**config.mk**
```make
export PLATFORM = sky130hd
export DESIGN_NAME = inv_store_top
export DESIGN_NICKNAME = d
export VERILOG_FILES = /design/src/rtl/inv_store_pkg.sv /design/src/rtl/inv_store_timer.sv /design/src/rtl/inv_store_seq.sv /design/src/rtl/inv_store_bank.sv /design/src/rtl/inv_store_top.sv
export SDC_FILE = /design/constraint.sdc
export NUM_CORES = 1
export LEC_CHECK = 0
export BUFFER_PORTS_ARGS = -buffer_cell sky130_fd_sc_hd__clkbuf_2
export CAP_MARGIN = 10
export CORE_MARGIN = 1.5
export CORE_UTILIZATION = 30
export CTS_CLUSTER_DIAMETER = 100
export DETAILED_ROUTE_END_ITERATION = 8
export GPL_TIMING_DRIVEN = 0
export RECOVER_POWER = 100
export SYNTH_ARGS = -nofsm -noshare
export SYNTH_HDL_FRONTEND = slang
export SYNTH_HIERARCHICAL = 1
export SYNTH_SLANG_ARGS = --single-unit
```
**constraint.sdc**
```tcl
create_clock -name clk -period 3 [get_ports clk]
set_input_delay 0.45 -clock clk [delete_from_list [all_inputs] [get_ports clk]]
set_output_delay 0.45 -clock clk [all_outputs]
set_load 0.02 [all_outputs]
```
**src/rtl/inv_store_pkg.sv**
```systemverilog
package inv_store_pkg;

    typedef enum logic [1:0] {
        ST_IDLE  = 2'd0,
        ST_SWEEP = 2'd1,
        ST_FLIP  = 2'd2
    } pass_state_t;

endpackage

```
**src/rtl/inv_store_timer.sv**
```systemverilog
module inv_store_timer #(
    parameter int PW = 32
) (
    input  logic          clk,
    input  logic          rst_n,
    input  logic          period_we,
    input  logic [PW-1:0] period_wdata,
    input  logic          run,
    output logic          tick,
    output logic [PW-1:0] period_q
);

    logic [PW-1:0] cnt_q;

    // period register
    always_ff @(posedge clk or negedge rst_n) begin
        if (!rst_n) begin
            period_q <= '0;
        end else if (period_we) begin
            period_q <= period_wdata;
        end
    end

    assign tick = run && (period_q != '0) && (cnt_q == period_q - 1'b1);

    // idle-cycle counter, cleared whenever a pass runs or the period changes
    always_ff @(posedge clk or negedge rst_n) begin
        if (!rst_n) begin
            cnt_q <= '0;
        end else if (period_we || !run || tick) begin
            cnt_q <= '0;
        end else begin
            cnt_q <= cnt_q + 1'b1;
        end
    end

endmodule

```
**src/rtl/inv_store_seq.sv**
```systemverilog
module inv_store_seq
    import inv_store_pkg::*;
#(
    parameter int DEPTH = 8,
    localparam int PTRW = $clog2(DEPTH + 1)
) (
    input  logic            clk,
    input  logic            rst_n,
    input  logic            tick,
    input  logic            host_req,
    output pass_state_t     state,
    output logic [PTRW-1:0] ptr,
    output logic            pol,
    output logic            ref_en,
    output logic            run_timer,
    output logic            pass_active
);

    localparam logic [PTRW-1:0] LAST = PTRW'(DEPTH - 1);

    pass_state_t state_d;

    // next-state logic
    always_comb begin
        state_d = state;
        unique case (state)
            ST_IDLE:  if (tick) state_d = ST_SWEEP;
            ST_SWEEP: if (!host_req && ptr == LAST) state_d = ST_FLIP;
            ST_FLIP:  state_d = ST_IDLE;
            default:  state_d = ST_IDLE;
        endcase
    end

    // state register
    always_ff @(posedge clk or negedge rst_n) begin
        if (!rst_n) state <= ST_IDLE;
        else        state <= state_d;
    end

    // outputs
    always_comb begin
        ref_en      = 1'b0;
        run_timer   = 1'b0;
        pass_active = 1'b1;
        unique case (state)
            ST_IDLE: begin
                run_timer   = 1'b1;
                pass_active = 1'b0;
            end
            ST_SWEEP: ref_en = !host_req;
            ST_FLIP:  ;
            default:  ;
        endcase
    end

    // pass pointer and polarity
    always_ff @(posedge clk or negedge rst_n) begin
        if (!rst_n) begin
            ptr <= '0;
            pol <= 1'b0;
        end else begin
            if (ref_en) ptr <= ptr + 1'b1;
            if (state == ST_FLIP) begin
                ptr <= '0;
                pol <= ~pol;
            end
        end
    end

endmodule

```
**src/rtl/inv_store_bank.sv**
```systemverilog
module inv_store_bank #(
    parameter int WIDTH = 8,
    parameter int DEPTH = 8,
    localparam int AW   = $clog2(DEPTH),
    localparam int PTRW = $clog2(DEPTH + 1)
) (
    input  logic             clk,
    input  logic             rst_n,
    input  logic             host_req,
    input  logic             host_we,
    input  logic [AW-1:0]    host_addr,
    input  logic [WIDTH-1:0] host_wdata,
    output logic [WIDTH-1:0] host_rdata,
    output logic             host_rvalid,
    input  logic             ref_en,
    input  logic [PTRW-1:0]  ptr,
    input  logic             pol,
    input  logic             pass_active
);

    logic [WIDTH-1:0] word_q [DEPTH];
    logic             host_pol;
    logic [WIDTH-1:0] host_mask;

    // words below the pointer already carry the new polarity
    assign host_pol  = pol ^ (pass_active && (PTRW'(host_addr) < ptr));
    assign host_mask = {WIDTH{host_pol}};

    for (genvar i = 0; i < DEPTH; i++) begin : g_word
        logic hit_wr;
        logic hit_ref;
        assign hit_wr  = host_req && host_we && (host_addr == AW'(i));
        assign hit_ref = ref_en && (ptr == PTRW'(i));
        always_ff @(posedge clk or negedge rst_n) begin
            if (!rst_n)       word_q[i] <= '0;
            else if (hit_wr)  word_q[i] <= host_wdata ^ host_mask;
            else if (hit_ref) word_q[i] <= ~word_q[i];
        end
    end

    always_ff @(posedge clk or negedge rst_n) begin
        if (!rst_n) begin
            host_rdata  <= '0;
            host_rvalid <= 1'b0;
        end else begin
            host_rvalid <= host_req && !host_we;
            if (host_req && !host_we) host_rdata <= word_q[host_addr] ^ host_mask;
        end
    end

endmodule

```
**src/rtl/inv_store_top.sv**
```systemverilog
module inv_store_top
    import inv_store_pkg::*;
#(
    parameter int WIDTH = 8,
    parameter int DEPTH = 8,
    parameter int PW    = 32,
    localparam int AW   = $clog2(DEPTH),
    localparam int PTRW = $clog2(DEPTH + 1)
) (
    input  logic             clk,
    input  logic             rst_n,
    input  logic             host_req,
    input  logic             host_we,
    input  logic [AW-1:0]    host_addr,
    input  logic [WIDTH-1:0] host_wdata,
    output logic [WIDTH-1:0] host_rdata,
    output logic             host_rvalid,
    input  logic             period_we,
    input  logic [PW-1:0]    period_wdata,
    output logic             busy,
    output logic             inverted
);

    pass_state_t     state;
    logic [PTRW-1:0] ptr;
    logic            pol;
    logic            ref_en;
    logic            run_timer;
    logic            pass_active;
    logic            tick;
    logic [PW-1:0]   period_q;

    inv_store_timer #(.PW(PW)) u_timer (
        .clk          (clk),
        .rst_n        (rst_n),
        .period_we    (period_we),
        .period_wdata (period_wdata),
        .run          (run_timer),
        .tick         (tick),
        .period_q     (period_q)
    );

    inv_store_seq #(.DEPTH(DEPTH)) u_seq (
        .clk         (clk),
        .rst_n       (rst_n),
        .tick        (tick),
        .host_req    (host_req),
        .state       (state),
        .ptr         (ptr),
        .pol         (pol),
        .ref_en      (ref_en),
        .run_timer   (run_timer),
        .pass_active (pass_active)
    );

    inv_store_bank #(.WIDTH(WIDTH), .DEPTH(DEPTH)) u_bank (
        .clk         (clk),
        .rst_n       (rst_n),
        .host_req    (host_req),
        .host_we     (host_we),
        .host_addr   (host_addr),
        .host_wdata  (host_wdata),
        .host_rdata  (host_rdata),
        .host_rvalid (host_rvalid),
        .ref_en      (ref_en),
        .ptr         (ptr),
        .pol         (pol),
        .pass_active (pass_active)
    );

    assign busy     = pass_active;
    assign inverted = pol;

endmodule

```
==> impl_metrics.toml <==
[critical_path]
critPathLaunchType = "flop"
crit_slowest_cell = "or4_4"
critPathMostFrequentCell = "or4_4"
worstPathCellList = "buf_4 > or4_4 > buf_8 > nand4b_4 > or4_4 > a22oi_2 > o211ai_2 > nor4_4 > buf_6 > clkbuf_16 > nor2_2"
end_kind = "flop"
cp_max_fo = 8
path_buf_inv = 4
worstSetupPathType = "flop to flop"
cp.arrival_ns = 3.40
critPathMaxStageDelay_ns = 0.55
required_ns = 3.32
crit_family = "simple AND/OR/NAND/NOR gates"

[place]
dpl_cell_area_um2 = 9830
portBuffers = 57
gp_congestion = 0.898
dp_hpwl_um = 17100
dp_cells = 1389

[synthesis]
synth_async_sr_flop_share = 1.00
synth-main-ff-cell = "dfrtp_1"
yosys.area.top_type = "dfrtp_1"
synth.avg_cell_area_um2 = 9.56
synth_edf_count = 0
seq_area_frac_synth = 0.401
netlist_instances = 941
yosys_warnings = 6
synth_fp_nets = 995
syn_area_um2 = 9000
synthTopCellsByArea = "dfrtp_1 (40%), xnor2_1 (8.2%), nand2_1 (5.9%)"
synth_cell_types = 81
synth.top_cell.area_share = 0.401
synth-seq-cells = 144

[clocking]
cts_buffers = 17
ctsRootBufferMaster = "clkbuf_16"
postCtsHoldBufs = 0
htreeDepth = 4
cts_tree = "done"
clk_pin_slew_ns = 0.06
cts.path.max_buffers = 2
insertion_delay_ns = 0.43
cts.sinks = 144

[die]
rows = 63
ios = 59
die_w_um = 176
die_h_um = 176
coreArea_um2 = 29600
start_util = 0.304
die_area_um2 = 31000

[sta]
maxSlewHeadroom = -0.0674
setup_tns_ns = -1.94
slew_viol_final = 63
rsz0062_at_grt = "true"
hold_viol_final = 0
layout_setup_ws_ns = -0.0833
fin_crit_ns = 3.08
worst_pin_slew_ns = 1.60
setup_viol = 32
max_freq_mhz = 324
fin_skew_ns = 0.00943
finalCritPeriodShare = 1.03

[pwr]
powerDensity_nw_per_um2 = 740
ir_drop_uv = 459
power.total_mw = 7.97
power_leakage_nw = 4.65

[route]
ant_nets = 0
firstDrtPassIters = 5
routed_wl_um = 24400
drt-wirelength-per-cell_um = 17.0
initialDrtViolationCount = 593
drt-vias-per-instance = 5.10
drc = 0
num_vias = 7318

[final_layout]
layout_commonest_cell = "dfrtp_1"
final_cell_mix = "dfrtp_1 (144), nand2_1 (142), xnor2_1 (83)"
nets = 1087
fillCellCount = 3028
seq_area_um2 = 3600
multi_input_area_um2 = 5230
drive_gt1_frac = 0.209
antenna_cells = 0
stdcell_count = 1436
area_delta_synth_final_pct = 19.6
fin_area_um2 = 10800
post-route-util = 0.364

[global_routing]
grt_start_max_net_pins = 84
antenna_found_initial = 0
globalRoute.totalOverflow = 0
grt_usage = 0.158
grt_pass1_vias = 6968
grt_pass1_wl_um = 38200

[job]
maxCapViolations = 1

[outcome]
status = "finished, violations left"
violations = "max-capacitance violations, max-slew violations, negative setup slack"

[worst_hold_path]
hp-class = "input pin to flop"
==> flip-flops by register name, indices dropped and copies added, names as in the netlist <==
name	count
u_bank/host_rvalid	1
u_timer/cnt_q	32
u_seq/pol	1
u_bank/word_q	64
u_timer/period_q	32
u_seq/ptr	4
u_seq/state	2
u_bank/host_rdata	8
==> layer usage <==
metal | up-vias | global-route usage | wire [um] | share of wire
li1 | 3504 | - | - | -
met1 | 3620 | 0.209 | 11200 | 0.46
met2 | 160 | 0.256 | 11700 | 0.48
met3 | 34 | 0.0355 | 951 | 0.039
met4 | 0 | 0.0467 | 541 | 0.022
met5 | - | 0 | 0 | 0
==> cell usage after synthesis, types with 8 or more instances <==
master / number
mux2i_1: 22
xnor2_1: 84
nand2_1: 141
inv_1: 14
xnor3_1: 8
o21ai_0: 71
nor4_1: 9
dfrtp_1: 144
clkbuf_1: 28
or4_1: 8
nand4_1: 12
nor2_2: 21
nand3_1: 23
nor3_1: 20
xor2_1: 53
nor2_1: 42
mux2_2: 30
and3_1: 15
a211oi_1: 13
buf_2: 9
a21oi_1: 14
buf_6: 11
==> through the flow <==
stage,worst slack [ns],hold WS (ns)
after floorplan,0.00271,0.154
after global placement,-1.11,0.472
after detailed placement,-0.515,0.478
after CTS,-0.0857,0.0190
after global routing,-0.181,0.230
final,-0.0833,0.250
==> area by class of cell <==
| type | count | area share |
|---|---|---|
| multi-input cells | 729 | 0.486 |
| flip-flops and latches | 144 | 0.335 |
| well taps | 390 | 0.0453 |
| repair buffers | 76 | 0.0439 |
| clock buffers | 19 | 0.0412 |
| plain buffers | 50 | 0.0294 |
| clock inverters | 13 | 0.0142 |
| inverters | 15 | 0.00523 |
==> repair_timing <==
item	CTS	global route
endpoints found under the hold margin	0	0
endpoints found under the setup margin	33	33
pin swaps	8	8
setup buffers	10	5
gates cloned	0	3
gates resized for setup	18	24
==> report_power, final <==
group / switching (mW) / internal, mW / total, mW
combinational: 1.65 / 1.17 / 2.82
clock: 0.898 / 1.26 / 2.16
sequential: 0.480 / 2.51 / 2.99
==> final timing paths <==
kind | slack (ns) | endpoint | start | cells past startpoint
max | -0.08 | u_timer/cnt_q[3] | u_timer/period_q[1] | 11
min | 0.25 | u_timer/period_q[12] | period_wdata[12] | 2
max reg2reg | -0.08 | u_timer/cnt_q[3] | u_timer/period_q[1] | 11
min reg2reg | 0.48 | u_bank/host_rdata[3] | u_bank/host_rdata[3] | 2
max in group asynchronous | 0.55 | u_timer/period_q[19] | rst_n | 2
min in group asynchronous | 0.43 | u_bank/word_q[10] | rst_n | 1
==> worst reg2reg max path: stages (launching register included) <==
cell and delay (ns):
dfrtp_1 0.39, buf_4 0.14, or4_4 0.55, buf_8 0.16, nand4b_4 0.18, or4_4 0.53, a22oi_2 0.19, o211ai_2 0.13
nor4_4 0.31, buf_6 0.21, clkbuf_16 0.17, nor2_2 0.04
==> logic make-up after synthesis <==
group	after synthesis	share of synthesized area
compound gates	166	0.120
flops	144	0.401
buf+inv	68	0.0392
simple gates	358	0.211
xor+xnor	145	0.153
fa+ha+maj	6	0.00834
mux	54	0.0670
No activity file was read; power rests on OpenSTA's default activity.
